--- config.mk ---
export PLATFORM = sky130hd
export DESIGN_NAME = dma_xlate_walker
export DESIGN_NICKNAME = d
export VERILOG_FILES = /design/src/rtl/dxw_pkg.sv /design/src/rtl/dxw_index_gen.sv /design/src/rtl/dxw_entry_decode.sv /design/src/rtl/dxw_step.sv /design/src/rtl/dma_xlate_walker.sv
export SDC_FILE = /design/constraint.sdc
export NUM_CORES = 1
export LEC_CHECK = 0
export BUFFER_PORTS_ARGS = -buffer_cell sky130_fd_sc_hd__buf_2
export CORE_AREA = 3 3 229 231
export CTS_CLUSTER_DIAMETER = 30
export CTS_CLUSTER_SIZE = 10
export DETAILED_ROUTE_END_ITERATION = 8
export DIE_AREA = 0 0 232 234
export PLACE_DENSITY = 0.6
export SETUP_SLACK_MARGIN = 0.2
export SLEW_MARGIN = 10
export SYNTH_ARGS = -nofsm -noshare
export SYNTH_HDL_FRONTEND = slang
export SYNTH_SLANG_ARGS = --single-unit
--- constraint.sdc ---
create_clock -name clk -period 4.1 [get_ports clk]
set_input_delay 1.23 -clock clk [delete_from_list [all_inputs] [get_ports clk]]
set_output_delay 1.23 -clock clk [all_outputs]
set_load 0.005 [all_outputs]
--- src/rtl/dxw_pkg.sv ---
package dxw_pkg;

    parameter int ADDR_W    = 64;
    parameter int ENTRY_LG  = 3;
    parameter int PAGE_LG   = 12;
    parameter int SEG_LG    = 20;
    parameter int REG_LG    = 31;
    parameter int REG_TOP   = 41;

    localparam int RX_W  = REG_TOP - REG_LG + 1;
    localparam int SX_W  = REG_LG - SEG_LG;
    localparam int PX_W  = SEG_LG - PAGE_LG;
    localparam int IDX_W = (RX_W > SX_W) ? RX_W : SX_W;
    localparam int HI_W  = REG_TOP - PAGE_LG + 1;

    parameter int BIT_VALID = 0;
    parameter int BIT_PROT  = 1;
    parameter int BIT_FC    = 2;
    parameter int LEN_LSB   = 4;
    parameter int LEN_W     = 2;
    parameter int OFF_LSB   = 6;
    parameter int OFF_W     = 2;

    localparam logic [1:0] PERM_NONE = 2'b00;
    localparam logic [1:0] PERM_RO   = 2'b01;
    localparam logic [1:0] PERM_RW   = 2'b11;

    typedef enum logic [1:0] {
        LVL_PAGE = 2'd0,
        LVL_SEG  = 2'd1,
        LVL_REG  = 2'd2
    } level_e;

    typedef enum logic [2:0] {
        ERR_NONE      = 3'd0,
        ERR_BAD_ENTRY = 3'd1,
        ERR_BAD_LEN   = 3'd2,
        ERR_XLATE     = 3'd3,
        ERR_RANGE     = 3'd4,
        ERR_PROT      = 3'd5
    } err_e;

    typedef struct packed {
        logic              zero;
        logic              valid;
        logic              prot;
        logic              len_bad;
        logic              org_zero;
        logic              done_here;
        logic [ADDR_W-1:0] next_org;
        logic [ADDR_W-1:0] frame;
        logic [ADDR_W-1:0] mask;
    } dec_t;

    typedef struct packed {
        logic [ADDR_W-1:0] iova;
        logic [ADDR_W-1:0] xaddr;
        logic [ADDR_W-1:0] mask;
        logic [1:0]        perm;
        logic [2:0]        err;
    } rsp_t;

    function automatic logic [ADDR_W-1:0] level_mask(level_e lvl);
        case (lvl)
            LVL_PAGE: return (ADDR_W'(1) << PAGE_LG) - ADDR_W'(1);
            LVL_SEG:  return (ADDR_W'(1) << SEG_LG) - ADDR_W'(1);
            default:  return (ADDR_W'(1) << REG_LG) - ADDR_W'(1);
        endcase
    endfunction

endpackage

--- src/rtl/dxw_index_gen.sv ---
module dxw_index_gen
    import dxw_pkg::*;
(
    input  level_e            lvl,
    input  logic [HI_W-1:0]   dma_hi,
    input  logic [ADDR_W-1:0] org,
    output logic [ADDR_W-1:0] ent_addr
);

    logic [IDX_W-1:0] idx;

    always_comb begin
        case (lvl)
            LVL_REG:  idx = IDX_W'(dma_hi[REG_TOP-PAGE_LG : REG_LG-PAGE_LG]);
            LVL_SEG:  idx = IDX_W'(dma_hi[REG_LG-1-PAGE_LG : SEG_LG-PAGE_LG]);
            default:  idx = IDX_W'(dma_hi[SEG_LG-1-PAGE_LG : 0]);
        endcase
    end

    assign ent_addr = org + ADDR_W'({idx, {ENTRY_LG{1'b0}}});

endmodule

--- src/rtl/dxw_entry_decode.sv ---
module dxw_entry_decode
    import dxw_pkg::*;
(
    input  logic [ADDR_W-1:0] entry,
    input  level_e            lvl,
    input  logic [SEG_LG-1:0] dma_lo,
    output dec_t              dec
);

    always_comb begin
        dec           = '0;
        dec.zero      = (entry == '0);
        dec.valid     = entry[BIT_VALID];
        dec.prot      = entry[BIT_PROT];
        dec.len_bad   = (lvl == LVL_REG) &&
                        ((entry[LEN_LSB +: LEN_W] != '1) ||
                         (entry[OFF_LSB +: OFF_W] != '0));
        dec.next_org  = {entry[ADDR_W-1:PAGE_LG], {PAGE_LG{1'b0}}};
        dec.org_zero  = (entry[ADDR_W-1:PAGE_LG] == '0);
        dec.mask      = level_mask(lvl);
        case (lvl)
            LVL_PAGE: begin
                dec.done_here = 1'b1;
                dec.frame     = {entry[ADDR_W-1:PAGE_LG], {PAGE_LG{1'b0}}};
            end
            LVL_SEG: begin
                dec.done_here = entry[BIT_FC];
                dec.frame     = {entry[ADDR_W-1:SEG_LG], dma_lo};
            end
            default: begin
                dec.done_here = 1'b0;
                dec.frame     = '0;
            end
        endcase
    end

endmodule

--- src/rtl/dxw_step.sv ---
module dxw_step
    import dxw_pkg::*;
(
    input  dec_t              dec,
    input  logic [1:0]        perm_in,
    input  logic [1:0]        acc,
    output logic              stop,
    output logic [1:0]        perm_out,
    output err_e              err,
    output logic [ADDR_W-1:0] xaddr
);

    always_comb begin
        stop     = 1'b1;
        err      = ERR_NONE;
        perm_out = PERM_NONE;
        xaddr    = '0;
        if (dec.zero) begin
            err = ERR_BAD_ENTRY;
        end else if (!dec.valid) begin
            err = ERR_NONE;
        end else if (dec.len_bad) begin
            err = ERR_BAD_LEN;
        end else if (dec.org_zero) begin
            err = ERR_XLATE;
        end else begin
            perm_out = dec.prot ? (perm_in & PERM_RO) : perm_in;
            if (dec.done_here) begin
                xaddr = dec.frame;
            end else begin
                stop = 1'b0;
            end
        end
        if (stop && (err == ERR_NONE) && (acc != 2'b00) &&
            ((acc & perm_out) == 2'b00)) begin
            err = ERR_PROT;
        end
    end

endmodule

--- src/rtl/dma_xlate_walker.sv ---
module dma_xlate_walker
    import dxw_pkg::*;
(
    input  logic              clk,
    input  logic              rst,
    input  logic              req_valid,
    output logic              req_ready,
    input  logic [63:0]       req_addr,
    input  logic [1:0]        req_acc,
    input  logic [63:0]       req_org,
    input  logic              req_prot,
    input  logic [63:0]       cfg_base,
    input  logic [63:0]       cfg_limit,
    output logic              mem_rd,
    output logic [63:0]       mem_addr,
    input  logic              mem_rvalid,
    input  logic [63:0]       mem_rdata,
    output logic              done,
    output logic [63:0]       rsp_iova,
    output logic [63:0]       rsp_addr,
    output logic [63:0]       rsp_mask,
    output logic [1:0]        rsp_perm,
    output logic [2:0]        rsp_err,
    output logic              fn_err
);

    typedef enum logic [2:0] {
        ST_IDLE,
        ST_ISSUE,
        ST_WAIT,
        ST_DECODE,
        ST_DONE
    } state_e;

    localparam logic [ADDR_W-1:0] ORG_KEEP = ~((ADDR_W'(1) << PAGE_LG) - ADDR_W'(1));

    state_e            state_q;
    level_e            lvl_q;
    logic [ADDR_W-1:0] org_q;
    logic [ADDR_W-1:0] entry_q;
    logic [REG_TOP:0]  dma_q;
    logic [1:0]        acc_q;
    logic [1:0]        perm_q;
    rsp_t              rsp_q;
    logic              fn_err_q;

    dec_t              dec;
    logic              step_stop;
    logic [1:0]        step_perm;
    err_e              step_err;
    logic [ADDR_W-1:0] step_xaddr;
    logic              out_of_win;

    assign out_of_win = (req_addr < cfg_base) || (req_addr > cfg_limit);

    dxw_index_gen u_index (
        .lvl      (lvl_q),
        .dma_hi   (dma_q[REG_TOP:PAGE_LG]),
        .org      (org_q),
        .ent_addr (mem_addr)
    );

    dxw_entry_decode u_decode (
        .entry  (entry_q),
        .lvl    (lvl_q),
        .dma_lo (dma_q[SEG_LG-1:0]),
        .dec    (dec)
    );

    dxw_step u_step (
        .dec      (dec),
        .perm_in  (perm_q),
        .acc      (acc_q),
        .stop     (step_stop),
        .perm_out (step_perm),
        .err      (step_err),
        .xaddr    (step_xaddr)
    );

    always_ff @(posedge clk) begin
        if (rst) begin
            state_q  <= ST_IDLE;
            lvl_q    <= LVL_REG;
            org_q    <= '0;
            entry_q  <= '0;
            dma_q    <= '0;
            acc_q    <= '0;
            perm_q   <= PERM_NONE;
            rsp_q    <= '0;
            fn_err_q <= 1'b0;
        end else begin
            case (state_q)
                ST_IDLE: begin
                    if (req_valid) begin
                        dma_q      <= req_addr[REG_TOP:0];
                        acc_q      <= req_acc;
                        rsp_q.iova <= req_addr & ORG_KEEP;
                        if (out_of_win) begin
                            rsp_q.xaddr <= '0;
                            rsp_q.mask  <= '0;
                            rsp_q.perm  <= PERM_NONE;
                            rsp_q.err   <= ERR_RANGE;
                            fn_err_q    <= 1'b1;
                            state_q     <= ST_DONE;
                        end else begin
                            org_q   <= req_org & ORG_KEEP;
                            lvl_q   <= LVL_REG;
                            perm_q  <= req_prot ? PERM_RO : PERM_RW;
                            state_q <= ST_ISSUE;
                        end
                    end
                end
                ST_ISSUE: begin
                    state_q <= ST_WAIT;
                end
                ST_WAIT: begin
                    if (mem_rvalid) begin
                        entry_q <= mem_rdata;
                        state_q <= ST_DECODE;
                    end
                end
                ST_DECODE: begin
                    perm_q <= step_perm;
                    if (step_stop) begin
                        rsp_q.xaddr <= step_xaddr;
                        rsp_q.mask  <= dec.mask;
                        rsp_q.perm  <= step_perm;
                        rsp_q.err   <= step_err;
                        if (step_err != ERR_NONE) begin
                            fn_err_q <= 1'b1;
                        end
                        state_q <= ST_DONE;
                    end else begin
                        org_q   <= dec.next_org;
                        lvl_q   <= level_e'(lvl_q - 2'd1);
                        state_q <= ST_ISSUE;
                    end
                end
                default: begin
                    state_q <= ST_IDLE;
                end
            endcase
        end
    end

    assign req_ready = (state_q == ST_IDLE);
    assign mem_rd    = (state_q == ST_ISSUE);
    assign done      = (state_q == ST_DONE);
    assign rsp_iova  = rsp_q.iova;
    assign rsp_addr  = rsp_q.xaddr;
    assign rsp_mask  = rsp_q.mask;
    assign rsp_perm  = rsp_q.perm;
    assign rsp_err   = rsp_q.err;
    assign fn_err    = fn_err_q;

endmodule

### Word-level counts from Yosys, hierarchy flattened

Cells that the tools add are included.

* reductions and logical operators: 23
* muxes and demuxes: 50
* $lt $le $gt $ge: 2
* equal/unequal tests: 14
* bitwise logic cells: 1
* add/sub/neg operators: 2

Operators with widths (number)
* $mux W64: 8
* $mux W133: 3
* $pmux W133 S2: 1
* $pmux W64 S2: 2
* $add A64 B14 Y64: 1
* $gt A64 B64 Y1: 1
* $logic_not A64 Y1: 1
* $lt A64 B64 Y1: 1
* $pmux W31 S2: 1
* $logic_not A52 Y1: 1
* $mux W2: 12
* $mux W3: 8
* $pmux W11 S2: 1
* $ne A2 B2 Y1 const B: 7
* $pmux W3 S4: 1
* $mux W1: 9
* $pmux W2 S2: 2
* $reduce_and A4 Y1: 2
* $eq A3 B2 Y1 const B: 2
* $logic_not A3 Y1: 2
* $reduce_and A2 Y1: 3
* $reduce_bool A2 Y1: 3
* $reduce_and A5 Y1: 1
* $logic_and A1 B1 Y1: 4
* 12 further kinds: 15

* bits of input ports: 327
* output and inout port bits: 265
* bits in registers: 365

### Depth between registers and ports, before layout

Gate-level depths: netlist of the first run.

* word-level depth: 15
* depth in mapped cells: 14
* gate-level depth less buffers: 14

### Modules after synthesis

From an unflattened synthesis of the first run, not the netlist that was laid out.

* cell total of the unflattened synthesis: 2372
* area, all modules: 19592.5 µm²

By module, submodules not included
* dma_xlate_walker: sequential area each 6706.4 µm², times used 1, cells an instance 1750, area each 15436.1 µm²
* dxw_index_gen: sequential area each 0.0 µm², times used 1, cells an instance 290, area each 1896.8 µm²
* dxw_entry_decode: sequential area each 0.0 µm², times used 1, cells an instance 239, area each 1656.6 µm²
* dxw_step: sequential area each 0.0 µm², times used 1, cells an instance 93, area each 603.1 µm²

### Worst setup path after synthesis of the first run

OpenSTA, ideal clock, no wires.

* path type: reg2out
* start: reg lvl_q[1]
* end: out mem_addr[60]
* data required time: 2.870 ns
* data arrival time: 3.229 ns
* setup slack: -0.359 ns
* path buffers: 1
* stages on the path, launching flop included: 14
* cells stage by stage: dfxtp_1 -> inv_1 -> ha_1 -> clkbuf_1 -> a22oi_1 -> nor2b_1 -> ha_1 -> inv_1 -> fa_1 -> or4_4 -> nor3_4 -> nand2b_1 -> or3_1 -> xnor2_1

* longest elaborated chain between the ends: 3

RTL lines
* start, declared: line dma_xlate_walker.sv:38 `level_e lvl_q;`
* start signal, assigned: line dma_xlate_walker.sv:135 `lvl_q <= level_e'(lvl_q - 2'd1);`
* $eq A2 B1 Y1 or $eq A2 B2 Y1 (tied branches): line dxw_index_gen.sv:13 `case (lvl)`
* $pmux W11 S2 *: line dxw_index_gen.sv:13
* $add A64 B14 Y64 *: line dxw_index_gen.sv:20 `assign ent_addr = org + ADDR_W'({idx, {ENTRY_LG{1'b0}}});`
* end, declared: line dma_xlate_walker.sv:15 `output logic [63:0] mem_addr,`

Every way passes the cells marked *; elsewhere a longest branch is shown, timed or not.

### Final worst setup path of the first run

Same ends and word-level chain as after synthesis.

==> reports/results.txt, run 1 <==
EDFF count, synth - 0
Initial Util - 0.298
Placed Area - 18,300 sq um
Sequential share of power - 0.268
Die Y-Extent - 234 um
Clock slew at the register clock pins of the worst setup and hold paths - 0.04 ns
Sw Share - 0.253
Fin. Hold Viols - 0
Critical path launch point type - flip-flop
Setup tns final - -23.00 ns
DRT Wirelength - 58,400 um
Maximum Capacitance Violations - 0
Ys Warns - 0
PortBufs - 531
Cells after synthesis - 1,809
Clock Skew - 0.0336 ns
Site Rows - 82
Final std cells w/o fill - 3,116
Critical path fanouts, max - 4
Full die area - 54,300 sq um
Crit-path max cell delay - 0.47 ns
Area grow syn2layout - 46.7%
Post-layout nets - 2,842
Power share of the clock group - 0.609
CP max-delay cell - or4_4
GPL Wtd Cong - 0.912
Final setup viols - 48
Syn Area/Cell - 8.28 sq um
Area of the core - 50,300 sq um
WP data arrival - 3.62 ns
Maximum clock rate - 206 MHz
Worst-Skew Late Latency - 0.60 ns
Relative slew slack - 0.208
Die W - 232 um
Critical Path End Type - output pin
Worst-path cell chain - inv_4 -> ha_4 -> a22oi_2 -> nor2b_4 -> buf_6 -> ha_4 -> inv_2 -> fa_2 -> or4_4 -> nor3_4 -> nand2b_1 -> or3_1 -> xnor2_2 -> buf_2
Worst path bufs/invs - 4
First-pass GRT wire length - 85,600 um
Placed insts - 2,953
CP delay by family, top - simple AND/OR/NAND/NOR gates
Status - finished, violations left
DRC - 0
Hold slack final - 0.452 ns
Pwr dens - 476 nW/um^2
Synthesized flop and latch total - 262
Vias - 14,900
Total power - 10.5 mW
GRT overflow - 0
Final worst setup slack - -0.748 ns
Pleak - 11.1 nW
CTS tree - done
Share of cells above drive strength 1 - 0.376
Failing checks - negative setup slack
Initial antenna violation count - 5
Mapped Area - 15,000 sq um
Internal power - 7.82 mW
Top-Level Pins - 592
Most frequent CP cell - ha_4
TritonCTS Buffers - 74
Clock tree root buffer cell - clkbuf_16
CTS sink count - 262
H-tree depth - 3
Setup slack, reg-to-reg - 0.90 ns
Main synth FF type - dfxtp_1
Vias in the first global route - 14,900
Reg2Reg Launch Point - lvl_q[1]
Post-synthesis sequential area ratio - 0.350
Type of the tightest min-delay check - flip-flop to flip-flop
Worst slew pin tran - 1.18 ns
Post-DP HPWL - 45,400 um
Final min period - 4.85 ns
Hold path startpoint - dma_q[2]
Largest net degree at the start of global routing - 95
Setup CP Type - flip-flop to output pin
Initial DRC Count - 666
Post-synth ARST share - 0
Layout Cell Area excl Fill - 22,000 sq um
Total track usage - 0.204
Unique masters post-synth - 66
Number of vias per cell - 4.77
Per-cell routed wire length - 18.8 um
Comb power frac - 0.123
Clock tree buffer depth - 3
Setup crit start - lvl_q[1]
CP Data Required Time - 2.87 ns
# hold bufs at CTS - 0
Net Switching - 2.65 mW
Pre-antenna DRT Iters - 6
ANT nets after route - 0
Max Transition Viols Final - 0
Crit share post-route - 1.18
Maximum VDD drop - 284 uV
RSZ-0062 raised after global routing - yes
-- synthesized netlist by cell type (20+ instances only) --
cell type  instances  share of area
a21oi_1          195          0.065
a22o_1            58          0.034
a22oi_1           20          0.010
buf_4            112          0.056
clkbuf_1          64          0.016
dfxtp_1          262           0.35
ha_1             132           0.11
inv_1            145          0.036
mux2_2            52          0.039
mux2i_1           50          0.033
nand2_1          324          0.081
nand3_1           32          0.011
nand4_1           37          0.015
nor2_1            95          0.024
nor4_1            21         0.0088
xnor2_1           42          0.025
-- stage by stage --
step,utilization,setup WS (ns)
floorplan,-,0.0192
global placement,0.364,-0.501
detailed placement,0.364,-0.556
CTS,0.429,-0.905
global route,0.437,-0.917
finish,0.437,-0.748
-- layout make-up --
type / count / area, sq um
multi-input combinational: 1261 / 8820
timing repair buffer: 638 / 3680
inverter: 145 / 554
clock buffer: 99 / 2150
sequential: 262 / 5250
tap: 672 / 841
clock inverter: 37 / 682
fill: 4934 / 28300
antenna: 2 / 5.00
-- power by group through the flow --
stage	logic (mW)	clock network, mW	registers, mW
6_report	1.29	6.37	2.80
5_1_grt	1.44	6.63	2.82
4_1_cts	1.29	6.48	2.79
3_5_place_dp	1.26	0	2.83
3_3_place_gp	1.24	0	2.83
2_1_floorplan	0.751	0	2.79
-- final timing paths --
path                                      to  depth (start not counted)
worst max-delay path            mem_addr[60]                         14
worst min-delay path                dma_q[2]                          2
worst max register to register   rsp_addr[7]                         11
worst min register to register      dma_q[2]                          2
-- routing by layer --
layer / track usage / vias up / part of all wire
li1: - / 7226 / -
met1: 0.242 / 6956 / 0.41
met2: 0.353 / 564 / 0.49
met3: 0.0570 / 109 / 0.074
met4: 0.0749 / 6 / 0.031
met5: 0 / - / 0.00056
-- logic make-up (layout without fill, tap and decap cells) --
kind of cell / after synthesis / count (layout) / share of synthesized area
XOR/XNOR: 51 / 51 / 0.0298
adder cells (fa/ha/maj): 133 / 133 / 0.112
AO/OA/AOI/OAI: 355 / 355 / 0.153
flip-flops: 262 / 262 / 0.350
other: 1 / 50 / 0.000250
multiplexers: 102 / 102 / 0.0725
buffers and inverters: 333 / 919 / 0.115
AND/OR/NAND/NOR: 572 / 572 / 0.169
-- sequential cells by signal, indices dropped and copies added (netlist names) --
signal	count
org_q	52
state_q	3
rsp_perm	2
entry_q	64
dma_q	41
rsp_err	3
lvl_q	2
fn_err	1
rsp_iova	23
rsp_mask	3
rsp_addr	64
perm_q	2
acc_q	2
-- layout by cell type (no fill, tap or decap), types with 6 or more instances in the layout --
cell | Yosys | final
a221oi_1 | 6 | 6
nor2_1 | 95 | 87
nand2_1 | 324 | 310
a21oi_1 | 195 | 195
mux2i_1 | 50 | 50
inv_1 | 145 | 139
and3_1 | 10 | 7
ha_1 | 132 | 127
nor2_4 | 1 | 8
nand3_1 | 32 | 24
a22o_1 | 58 | 58
nand2_2 | 0 | 7
buf_12 | 0 | 9
buf_4 | 112 | 73
dfxtp_1 | 262 | 260
nor4_1 | 21 | 21
a21o_1 | 14 | 14
nor3_1 | 15 | 14
nor2b_1 | 10 | 9
clkbuf_8 | 0 | 20
o21ai_0 | 18 | 18
clkinv_2 | 0 | 11
clkbuf_16 | 0 | 74
mux2_2 | 52 | 52
xnor2_2 | 0 | 20
conb_1 | 1 | 48
buf_2 | 1 | 530
o2bb2ai_1 | 9 | 9
nand4_1 | 37 | 37
a22oi_1 | 20 | 19
bufinv_16 | 0 | 14
buf_6 | 6 | 23
xnor2_1 | 42 | 17
nand2_4 | 0 | 7
-- repair_timing --
item                                    4_1_cts  5_1_grt
setup buffers                                10       15
resized for setup                            74       53
pin swaps                                    19       20
endpoints found under the setup margin       51       98
-- tightest hold or removal path, cell delays in order (launching register included) --
cell     delay, ns
dfxtp_1       0.30
nand2_1       0.05
a21oi_1       0.05
(Power assumes the default switching activity.)
==> run 2: changes to the inputs <==
--- a/config.mk
+++ b/config.mk
@@ -11,7 +11,7 @@
 export CTS_CLUSTER_SIZE = 10
 export DETAILED_ROUTE_END_ITERATION = 8
 export DIE_AREA = 0 0 232 234
-export PLACE_DENSITY = 0.6
+export PLACE_DENSITY_LB_ADDON = 0.05
 export SETUP_SLACK_MARGIN = 0.2
 export SLEW_MARGIN = 10
 export SYNTH_ARGS = -nofsm -noshare
==> reports/results.txt, run 2 (synthesis gave the netlist of run 1 again) <==
Status - finished, violations left
Failing checks - negative setup slack
CP max-delay cell - or4_4
Die W - 232 um
Critical Path End Type - output pin
Hold Path Cell Cnt - 1
Area grow syn2layout - 48.5%
Site Rows - 82
Worst-path cell chain - inv_6 -> ha_4 -> nor2b_4 -> buf_6 -> ha_4 -> inv_2 -> fa_2 -> or4_4 -> nor3_4 -> buf_12 -> nand2b_4 -> or3_1 -> xnor2_1 -> buf_2
Full die area - 54,300 sq um
Vias - 14,600
TritonCTS Buffers - 85
Final min period - 4.82 ns
Critical path fanouts, max - 3
Relative slew slack - 0.259
Pleak - 11.2 nW
Post-layout nets - 2,838
Setup CP Type - flip-flop to output pin
Maximum VDD drop - 294 uV
Commonest non-fill, non-tap cell in the layout - buf_2
CTS tree - done
Pwr dens - 498 nW/um^2
Fill cell count - 5,066
Crit-path max cell delay - 0.46 ns
Critical path launch point type - flip-flop
# hold bufs at CTS - 0
Worst R2R Path Depth - 10
ANT nets after route - 0
Maximum clock rate - 208 MHz
WP data arrival - 3.59 ns
RSZ-0062 raised after global routing - yes
Total track usage - 0.209
Clock tree buffer depth - 3
Clock slew at the register clock pins of the worst setup and hold paths - 0.04 ns
Final setup viols - 42
H-tree depth - 3
Most frequent CP cell - ha_4
DRC - 0
DRT Wirelength - 59,300 um
Initial antenna violation count - 11
Top-Level Pins - 592
Per-cell routed wire length - 19.0 um
Number of vias per cell - 4.67
Area of the core - 50,300 sq um
Final std cells w/o fill - 3,122
Initial DRC Count - 654
Clock Skew - 0.0268 ns
Initial Util - 0.298
Total power - 11.1 mW
Vias in the first global route - 14,700
First-pass GRT wire length - 87,000 um
Commonest cells after routing, fill and taps aside - buf_2 (530), nand2_1 (307), dfxtp_1 (260), a21oi_1 (195), inv_1 (139)
Final worst setup slack - -0.718 ns
Max Transition Viols Final - 0
Setup tns final - -18.14 ns
Worst-Skew Late Latency - 0.61 ns
Pre-antenna DRT Iters - 5
Share of cells above drive strength 1 - 0.378
Largest net degree at the start of global routing - 94
Die Y-Extent - 234 um
GPL Wtd Cong - 0.857
CTS sink count - 262
Clock tree root buffer cell - clkbuf_16
Type of the tightest min-delay check - flip-flop to flip-flop
Maximum Capacitance Violations - 0
PortBufs - 531
Fin. Hold Viols - 0
CP Data Required Time - 2.87 ns
Worst slew pin tran - 1.11 ns
GRT overflow - 0
Crit share post-route - 1.18
Post-DP HPWL - 45,200 um
Placed insts - 2,942
run 2: worst paths after layout:
check                  to         from  slack (ns)
max          mem_addr[60]     lvl_q[0]       -0.72
min           rsp_addr[5]     dma_q[5]        0.44
max reg2reg   rsp_addr[1]  entry_q[14]        0.74
min reg2reg   rsp_addr[5]     dma_q[5]        0.44
run 2: layout make-up:
cell class	instances	area, sq um	share of cell area
Antenna cell	5	12.5	0.000562
Clock inverter	28	562	0.0252
Sequential cell	262	5250	0.236
Timing Repair Buffer	623	3590	0.161
Inverter	145	564	0.0254
Tap cell	672	841	0.0378
Clock buffer	126	2580	0.116
Multi-Input combinational cell	1261	8860	0.398
run 2: worst max-delay path, delay by kind of cell (launching register included):
kind                       cells  cell delay [ns]
xor gates and xnor gates       1             0.17
adders and majority gates      3             0.75
buffers and inverters          5             0.48
DFF                            1             0.38
and+or+nand+nor                5             1.22
run 2: power breakdown:
group,internal [mW],switching (mW),total (mW)
clock network,5.07,1.92,6.99
logic,0.579,0.707,1.29
registers,2.67,0.125,2.80
run 2: repair_timing:
item,in CTS,in global routing
buffers inserted,16,5
endpoints found under the setup margin,49,93
resized for setup,80,64
pin swaps,34,39
gates cloned,0,0
run 2: per-layer routing:
layer | share of wire | routed length, um | global-route usage | up-vias
met2 | 0.50 | 29600 | 0.362 | 444
met4 | 0.020 | 1210 | 0.0674 | 10
met3 | 0.067 | 3980 | 0.0543 | 87
met5 | 0.0012 | 73 | 0 | -
met1 | 0.41 | 24400 | 0.251 | 6800
li1 | - | - | - | 7254
run 2: metrics by stage:
| step | util | hold slack [ns] | area, sq um | setup slack (ns) |
|---|---|---|---|---|
| global route | 0.443 | 0.452 | 22300 | -0.883 |
| CTS | 0.436 | 0.438 | 21900 | -0.884 |
| finish | 0.443 | 0.439 | 22300 | -0.718 |
| detailed placement | 0.362 | 0.435 | 18200 | -0.419 |
| floorplan | - | 0.436 | 15200 | 0.0192 |
| global placement | 0.362 | 0.433 | 18200 | -0.412 |
